**config.mk**
```make
export PLATFORM = sky130hd
export DESIGN_NAME = ptn_selftest
export DESIGN_NICKNAME = d
export VERILOG_FILES = /design/src/rtl/ptn_pkg.sv /design/src/rtl/ptn_gen.sv /design/src/rtl/ptn_chk.sv /design/src/rtl/ptn_selftest.sv
export SDC_FILE = /design/constraint.sdc
export NUM_CORES = 1
export LEC_CHECK = 0
export BUFFER_PORTS_ARGS = -buffer_cell sky130_fd_sc_hd__buf_2
export CELL_PAD_IN_SITES_DETAIL_PLACEMENT = 0
export CELL_PAD_IN_SITES_GLOBAL_PLACEMENT = 1
export CORE_ASPECT_RATIO = 0.9
export CORE_MARGIN = 10
export CORE_UTILIZATION = 40
export CTS_CLUSTER_SIZE = 40
export DETAILED_ROUTE_END_ITERATION = 6
export GPL_ROUTABILITY_DRIVEN = 0
export HOLD_SLACK_MARGIN = 0.1
export PLACE_DENSITY = 0.77
export SETUP_SLACK_MARGIN = 0.1
export SYNTH_ARGS = -nofsm -noshare
export SYNTH_HDL_FRONTEND = slang
export SYNTH_HIERARCHICAL = 1
export SYNTH_SLANG_ARGS = --single-unit
```
**constraint.sdc**
```tcl
create_clock -name clk -period 1.9 [get_ports clk]
set_input_delay 0.285 -clock clk [delete_from_list [all_inputs] [get_ports clk]]
set_output_delay 0.285 -clock clk [all_outputs]
set_load 0.02 [all_outputs]
```
**src/rtl/ptn_pkg.sv**
```systemverilog
package ptn_pkg;
  localparam int unsigned BW        = 8;
  localparam int unsigned EW        = 3;
  localparam logic [5:0]  MARK_KEY  = 6'h3E;
  localparam logic [7:0]  MARK_BYTE = 8'h3E;
  localparam logic [7:0]  CMP_MASK  = 8'hEF;
  localparam int unsigned EB_DATA   = 0;
  localparam int unsigned EB_OVER   = 1;
  localparam int unsigned EB_LEN    = 2;
endpackage

```
**src/rtl/ptn_gen.sv**
```systemverilog
module ptn_gen
  import ptn_pkg::*;
#(
  parameter int unsigned RELOAD = 200
) (
  input  logic          clk,
  input  logic          rst_n,
  input  logic          ready,
  output logic          valid,
  output logic [BW-1:0] data
);
  localparam logic [BW-1:0] RELOAD_V = BW'(RELOAD);
  localparam logic [BW-1:0] FIRST_V  = (RELOAD_V + 8'd1) & CMP_MASK;

  logic [BW-1:0] cnt_q, cnt_d;
  logic          vld_q;
  logic          fire, at_mark;

  always_comb begin
    fire    = vld_q & ready;
    at_mark = (cnt_q == '0);
    data    = at_mark ? MARK_BYTE : ((cnt_q + 8'd1) & CMP_MASK);
    cnt_d   = cnt_q;
    if (fire) cnt_d = at_mark ? RELOAD_V : (cnt_q - 8'd1);
  end

  always_ff @(posedge clk or negedge rst_n) begin
    if (!rst_n) begin
      cnt_q <= RELOAD_V;
      vld_q <= 1'b0;
    end else begin
      vld_q <= 1'b1;
      if (fire) cnt_q <= cnt_d;
    end
  end

  assign valid = vld_q;

  p_bit4_clear_r1: assert property (@(posedge clk) disable iff (!rst_n)
    (vld_q && data != MARK_BYTE) |-> !data[4]);
  p_marker_reload_r2: assert property (@(posedge clk) disable iff (!rst_n)
    (fire && data == MARK_BYTE) |=> (data == FIRST_V));
  p_stall_hold_r3: assert property (@(posedge clk) disable iff (!rst_n)
    (vld_q && !ready) |=> $stable(data));
endmodule

```
**src/rtl/ptn_chk.sv**
```systemverilog
module ptn_chk
  import ptn_pkg::*;
#(
  parameter int unsigned RELOAD = 200
) (
  input  logic          clk,
  input  logic          rst_n,
  input  logic          in_valid,
  input  logic [BW-1:0] in_data,
  output logic          rpt_valid,
  output logic [EW-1:0] rpt_err,
  output logic [BW-1:0] rpt_expect,
  output logic [BW-1:0] rpt_miss
);
  localparam logic [BW-1:0] RELOAD_V = BW'(RELOAD);
  localparam logic [BW-1:0] SAT_V    = '1;

  logic          sync_q, sync_d;
  logic [BW-1:0] rem_q, rem_d;
  logic [BW-1:0] len_q, len_d;
  logic [EW-1:0] flg_q, flg_d, flg_fin;
  logic [BW-1:0] miss_q, miss_d;
  logic          rv_q, rv_d;
  logic [EW-1:0] rerr_q, rerr_d;
  logic [BW-1:0] rexp_q, rexp_d;
  logic [BW-1:0] rmiss_q, rmiss_d;
  logic          is_mark, mism;

  always_comb begin
    is_mark = (in_data[5:0] == MARK_KEY);
    mism    = |((in_data ^ (rem_q + 8'd1)) & CMP_MASK);
    sync_d  = sync_q;
    rem_d   = rem_q;
    len_d   = len_q;
    flg_d   = flg_q;
    miss_d  = miss_q;
    rv_d    = 1'b0;
    rerr_d  = rerr_q;
    rexp_d  = rexp_q;
    rmiss_d = rmiss_q;
    flg_fin = flg_q;
    flg_fin[EB_LEN] = flg_q[EB_LEN] | (len_q != RELOAD_V);
    if (in_valid) begin
      if (!sync_q) begin
        if (is_mark) begin
          sync_d = 1'b1;
          rem_d  = RELOAD_V;
          len_d  = '0;
          flg_d  = '0;
          miss_d = '0;
        end
      end else if (is_mark) begin
        if (flg_fin != '0) begin
          rv_d    = 1'b1;
          rerr_d  = flg_fin;
          rexp_d  = rem_q + 8'd1;
          rmiss_d = miss_q;
        end
        rem_d  = RELOAD_V;
        len_d  = '0;
        flg_d  = '0;
        miss_d = '0;
      end else begin
        if (len_q != SAT_V) len_d = len_q + 8'd1;
        if (rem_q == '0) flg_d[EB_OVER] = 1'b1;
        if (mism) begin
          flg_d[EB_DATA] = 1'b1;
          if (miss_q != SAT_V) miss_d = miss_q + 8'd1;
        end
        if (rem_q != '0) rem_d = rem_q - 8'd1;
      end
    end
  end

  always_ff @(posedge clk or negedge rst_n) begin
    if (!rst_n) begin
      sync_q  <= 1'b0;
      rem_q   <= RELOAD_V;
      len_q   <= '0;
      flg_q   <= '0;
      miss_q  <= '0;
      rv_q    <= 1'b0;
      rerr_q  <= '0;
      rexp_q  <= '0;
      rmiss_q <= '0;
    end else begin
      rv_q <= rv_d;
      if (in_valid) begin
        sync_q  <= sync_d;
        rem_q   <= rem_d;
        len_q   <= len_d;
        flg_q   <= flg_d;
        miss_q  <= miss_d;
        rerr_q  <= rerr_d;
        rexp_q  <= rexp_d;
        rmiss_q <= rmiss_d;
      end
    end
  end

  assign rpt_valid  = rv_q;
  assign rpt_err    = rerr_q;
  assign rpt_expect = rexp_q;
  assign rpt_miss   = rmiss_q;

  p_quiet_unsynced_r4: assert property (@(posedge clk) disable iff (!rst_n)
    !sync_q |=> !rv_q);
  p_report_on_marker_r8: assert property (@(posedge clk) disable iff (!rst_n)
    rv_q |-> $past(in_valid && is_mark && sync_q));
  p_report_has_flag_r8: assert property (@(posedge clk) disable iff (!rst_n)
    rv_q |-> (rerr_q != '0));
  p_marker_reloads_r8: assert property (@(posedge clk) disable iff (!rst_n)
    (in_valid && sync_q && is_mark) |=> (rem_q == RELOAD_V && miss_q == '0));
  p_remaining_floor_r6: assert property (@(posedge clk) disable iff (!rst_n)
    (in_valid && sync_q && !is_mark && rem_q == '0) |=> (rem_q == '0));
endmodule

```
**src/rtl/ptn_selftest.sv**
```systemverilog
module ptn_selftest
  import ptn_pkg::*;
#(
  parameter int unsigned RELOAD = 200
) (
  input  logic          clk,
  input  logic          rst_n,
  input  logic          gen_ready,
  output logic          gen_valid,
  output logic [BW-1:0] gen_data,
  input  logic          chk_valid,
  input  logic [BW-1:0] chk_data,
  output logic          rpt_valid,
  output logic [EW-1:0] rpt_err,
  output logic [BW-1:0] rpt_expect,
  output logic [BW-1:0] rpt_miss
);
  ptn_gen #(.RELOAD(RELOAD)) u_gen (
    .clk   (clk),
    .rst_n (rst_n),
    .ready (gen_ready),
    .valid (gen_valid),
    .data  (gen_data)
  );

  ptn_chk #(.RELOAD(RELOAD)) u_chk (
    .clk        (clk),
    .rst_n      (rst_n),
    .in_valid   (chk_valid),
    .in_data    (chk_data),
    .rpt_valid  (rpt_valid),
    .rpt_err    (rpt_err),
    .rpt_expect (rpt_expect),
    .rpt_miss   (rpt_miss)
  );
endmodule

```
==> results.md <==
- The number of register bits inferred by synthesis is 56.
- Setup repair after global routing could not meet its margin everywhere.
- After clock tree synthesis, the clock-pin slew on the worst setup and hold paths is 110 ps.
- The global routing stage identified its most utilized layer as met2.
- The average routed wire per standard cell is 15.5 um.
- The total routed wirelength is 8780 um.
- Compared with the post-synthesis result, the final layout area differs by 42.7%.
- Among all flip-flop cells after synthesis, the most frequent one is sky130_fd_sc_hd__dfrtp_1.
- At the worst endpoint, the arrival time is 2210 ps.
- The HPWL after detailed placement is 5980 um.
- Of the total synthesized cell area, the portion taken by full adders, half adders and majority gates is 3.41%.
- For this design, the sink count on the clock tree is 56.
- The clock passes through at most 2 buffers.
- The number of flops mapped to enable cells by yosys is 0.
- Counting every net in the synthesized netlist gives 379.
- STA classifies the critical path startpoint as a register.
- In the routed layout, each cell is associated on average with a via count of 5.33.
- After Yosys synthesis, XOR and XNOR cells account for 5.71% of the synthesized area.
- The clock tree from TritonCTS is built.
- For this design the ratio of total power to cell area is 1160 nW/um^2.
- For met2 alone, demand over resource in global routing was 23.8%.
- The data required time at the worst endpoint is 2110 ps.
- The total area inside the core boundary comes to 8070 um^2.
- In this run the tool buffered the top-level ports with 40 buffer cells.
- The min-delay analysis places its worst path in the category input port to register.
- Entering global routing, the biggest net connects 57 pins.
- Excluding fillers, the count of instances in the completed layout stands at 566.
- The dominant combinational cell family by area after synthesis is simple AND/OR/NAND/NOR gates.
- The width of the chip is 116 um.
- The clock latency reported for the late side of the worst-skew pair is 310 ps.
- The count of endpoints failing setup in the final report is 27.
- The post-route DRC violation count is 0.
- In the synthesized netlist, the number of instances is 358.
- The register area share after synthesis is 42.6%.
- The final layout contains 487 nets.
- The DRC marker count from the first detailed-route iteration is 156.
- The tool flagged a number of max-cap violations equal to 0.
- The final hold violation count is 0.
- The async set or reset register ratio after synthesis is 100%.
- For the final database, setup skew stands at 6.58 ps.
- The maximum fanout along the worst path is 3.
- 41 I/O pins were placed.
- The netlist uses 70 different library cells.
- The first-pass GRT wire length is 14000 um.
- The worst path uses 105% of the clock period.
- The number of global-route vias before repair was 3015.
- The die covers 12300 um^2.
- The die height is 106 um.
- For this run, global-route usage on met1 was measured as 16.9%.
- After layout, the design draws a total of 0.00545 W.
- The count of final max-slew check failures is 0.
- The mean instance size in the synthesized netlist is 9.24 um^2.
- The final reports fail on negative setup slack.
- The number of search-and-repair iterations in the first detailed-routing pass is 4.
- Buffers inserted during clock tree synthesis total 5.
- The post-route netlist has 47.8% of its cells at a drive strength greater than 1.
- The Yosys step of the flow raised 6 warnings.
- The worst ir drop on vdd is 0.412 mV.
- The internal power of the cells totals 0.00334 W.
- The met3 layer usage reported by global route is 2.92%.
- The mapped cell area is 3310 um^2.
- The CTS H-tree depth is 2.
- The share of total power consumed by net switching is 38.8%.
- Combinational cells account for 51.3% of the total power.
- By startpoint and endpoint, the worst setup path is classified as register to register.
- CTS placed an instance of sky130_fd_sc_hd__clkbuf_8 at the clock tree root.
- The basic-gate share of the synthesized area counting and, or, nand and nor cells is 23.3%.
- Static timing analysis puts the maximum clock frequency at 500 MHz.
- The net switching power of the design is 0.00212 W.
- For this configuration, the core starts out at a cell density of 41.0%.
- The element type at the critical path end is a register.
- The clock network accounts for 14.8% of the total power.
- For this run the aggregate overflow at the end of global routing stands at 0.
- After layout, the worst setup slack is -102 ps.
- The flow ran to the end, but the final reports show violations.
- The sequential share of power is 33.9%.
- The final antenna diode count is 0.
- The count of nets left with antenna violations once routing finished came out at 0.
- In this run the core area contains 31 standard-cell rows.
- The placed instance count is 537.
- The combined global-route utilization of all metal layers is 13.7%.
- For this design the static power due to leakage is 2.17 nW.
- The final critical-path required period is 2000 ps.
- The mux contribution to synthesized area is 0.946%.
- The total number of vias is 3019.
- The area fraction in compound gates after synthesis is 17.8%.
- The number of antenna violations at the first check in global routing is 0.
[stage by stage]
step           util (%)  setup WS (ps)  TNS, ps  cell area (um^2)  hold WS, ps
2_1_floorplan         -          -68.8     -534              3350        -10.6
3_3_place_gp       49.7           -183    -1560              4010          313
3_5_place_dp       49.7           -330    -2910              4010          313
4_1_cts            54.9          -81.5     -946              4430          329
5_1_grt            58.5           -193    -4020              4720          359
6_report           58.5           -102    -1100              4720          342
[synthesized netlist by cell type (all sizes together) (6+ instances only)]
cell type	number	area share (%)
and3	8	1.5
nand2	63	7.2
clkbuf	8	0.95
buf	16	3.6
ha	9	3.4
a21oi	6	0.91
o21ai	30	4.5
dfrtp	50	38
nor2	17	2.0
nand4	6	1.1
xnor2	11	2.9
o31ai	12	2.9
inv	14	1.6
dfstp	6	4.8
nand3	11	2.0
nor3	8	1.6
xor2	8	2.1
[per-layer routing]
metal	share of wire (%)	vias up
met5	0	-
met4	0.68	0
met2	50	60
met1	44	1472
met3	4.9	5
li1	-	1482
[cell families (layout without fill, tap and decap cells)]
group,Yosys count,after routing
AOI/OAI and AO/OA,83,83
xor gates and xnor gates,20,20
adders and majority gates,9,9
buffers and inverters,38,147
DFF,56,56
muxes,3,3
other,1,1
and+or+nand+nor,148,148
[final timing paths]
path | from | end | cells after the start | slack [ps]
max | u_chk/len_q[0]$_DFFE_PN0P_ | u_chk/rpt_err[2]$_DFFE_PN0P_ | 7 | -100
min | chk_valid | u_chk/len_q[6]$_DFFE_PN0P_ | 3 | 340
max reg2reg | u_chk/len_q[0]$_DFFE_PN0P_ | u_chk/rpt_err[2]$_DFFE_PN0P_ | 7 | -100
min reg2reg | u_chk/rpt_miss[7]$_DFFE_PN0P_ | u_chk/rpt_miss[7]$_DFFE_PN0P_ | 2 | 500
max in group asynchronous | rst_n | u_chk/rem_q[7]$_DFFE_PN1P_ | 3 | 1100
min in group asynchronous | rst_n | u_chk/rpt_expect[5]$_DFFE_PN0P_ | 3 | 490
[cell type report]
type / count / area (um^2)
fillers: 703 / 3350
multi-input cells: 264 / 2040
flip-flops and latches: 56 / 1420
repair buffers: 124 / 957
well taps: 99 / 124
clock buffers: 5 / 68.8
inverters: 14 / 62.6
clock inverters: 3 / 42.5
repair inverters: 1 / 8.76
[sequential cells by signal (all words and copies together) (netlist names)]
signal,count
u_chk/rpt_expect,8
u_chk/rpt_miss,8
u_chk/miss_q,8
u_chk/rpt_err,3
u_gen/valid,1
u_chk/flg_q,2
u_chk/len_q,8
u_chk/rem_q,8
u_gen/cnt_q,8
u_chk/rpt_valid,1
u_chk/sync_q,1
[cell usage in the layout (no fill, tap or decap), types with 5 or more instances in the layout]
| cell | count |
|---|---|
| sky130_fd_sc_hd__buf_4 | 70 |
| sky130_fd_sc_hd__dfrtp_1 | 44 |
| sky130_fd_sc_hd__buf_6 | 17 |
| sky130_fd_sc_hd__dfstp_2 | 6 |
| sky130_fd_sc_hd__inv_1 | 6 |
| sky130_fd_sc_hd__nand2_1 | 43 |
| sky130_fd_sc_hd__inv_2 | 6 |
| sky130_fd_sc_hd__nand4_1 | 6 |
| sky130_fd_sc_hd__xor2_1 | 8 |
| sky130_fd_sc_hd__nor3_1 | 5 |
| sky130_fd_sc_hd__xnor2_1 | 8 |
| sky130_fd_sc_hd__nand3_1 | 8 |
| sky130_fd_sc_hd__clkbuf_8 | 5 |
| sky130_fd_sc_hd__o21ai_0 | 15 |
| sky130_fd_sc_hd__o31ai_1 | 5 |
| sky130_fd_sc_hd__nand2_2 | 19 |
| sky130_fd_sc_hd__and3_1 | 8 |
| sky130_fd_sc_hd__o21ai_2 | 5 |
| sky130_fd_sc_hd__nor2_1 | 14 |
| sky130_fd_sc_hd__buf_2 | 33 |
| sky130_fd_sc_hd__dfrtp_2 | 6 |
| sky130_fd_sc_hd__o21ai_1 | 10 |
[worst max-delay path, cell delays in order (launching register included)]
cell,delay [ps]
sky130_fd_sc_hd__dfrtp_1,400
sky130_fd_sc_hd__inv_2,90
sky130_fd_sc_hd__ha_4,130
sky130_fd_sc_hd__nand4_1,80
sky130_fd_sc_hd__or4_4,450
sky130_fd_sc_hd__o311ai_4,270
sky130_fd_sc_hd__buf_6,170
sky130_fd_sc_hd__mux2_4,300
[power groups by stage]
stage	clock [W]	combinational, W	sequential, W
after global placement	0	0.00214	0.00182
after detailed placement	0	0.00218	0.00183
after global routing	0.000866	0.00304	0.00190
after floorplan	0	0.00153	0.00169
final	0.000809	0.00280	0.00185
after CTS	0.000829	0.00255	0.00182
[timing repair]
| action | 4_1_cts | 5_1_grt |
|---|---|---|
| setup endpoints to repair | 41 | 50 |
| pin swaps | 25 | 24 |
| resized for setup | 64 | 56 |
| hold buffers | 1 | 0 |
| hold endpoints to repair | 50 | 0 |
| cloned | 2 | 2 |
| setup buffers | 10 | 6 |
(Power assumes the default switching activity.)
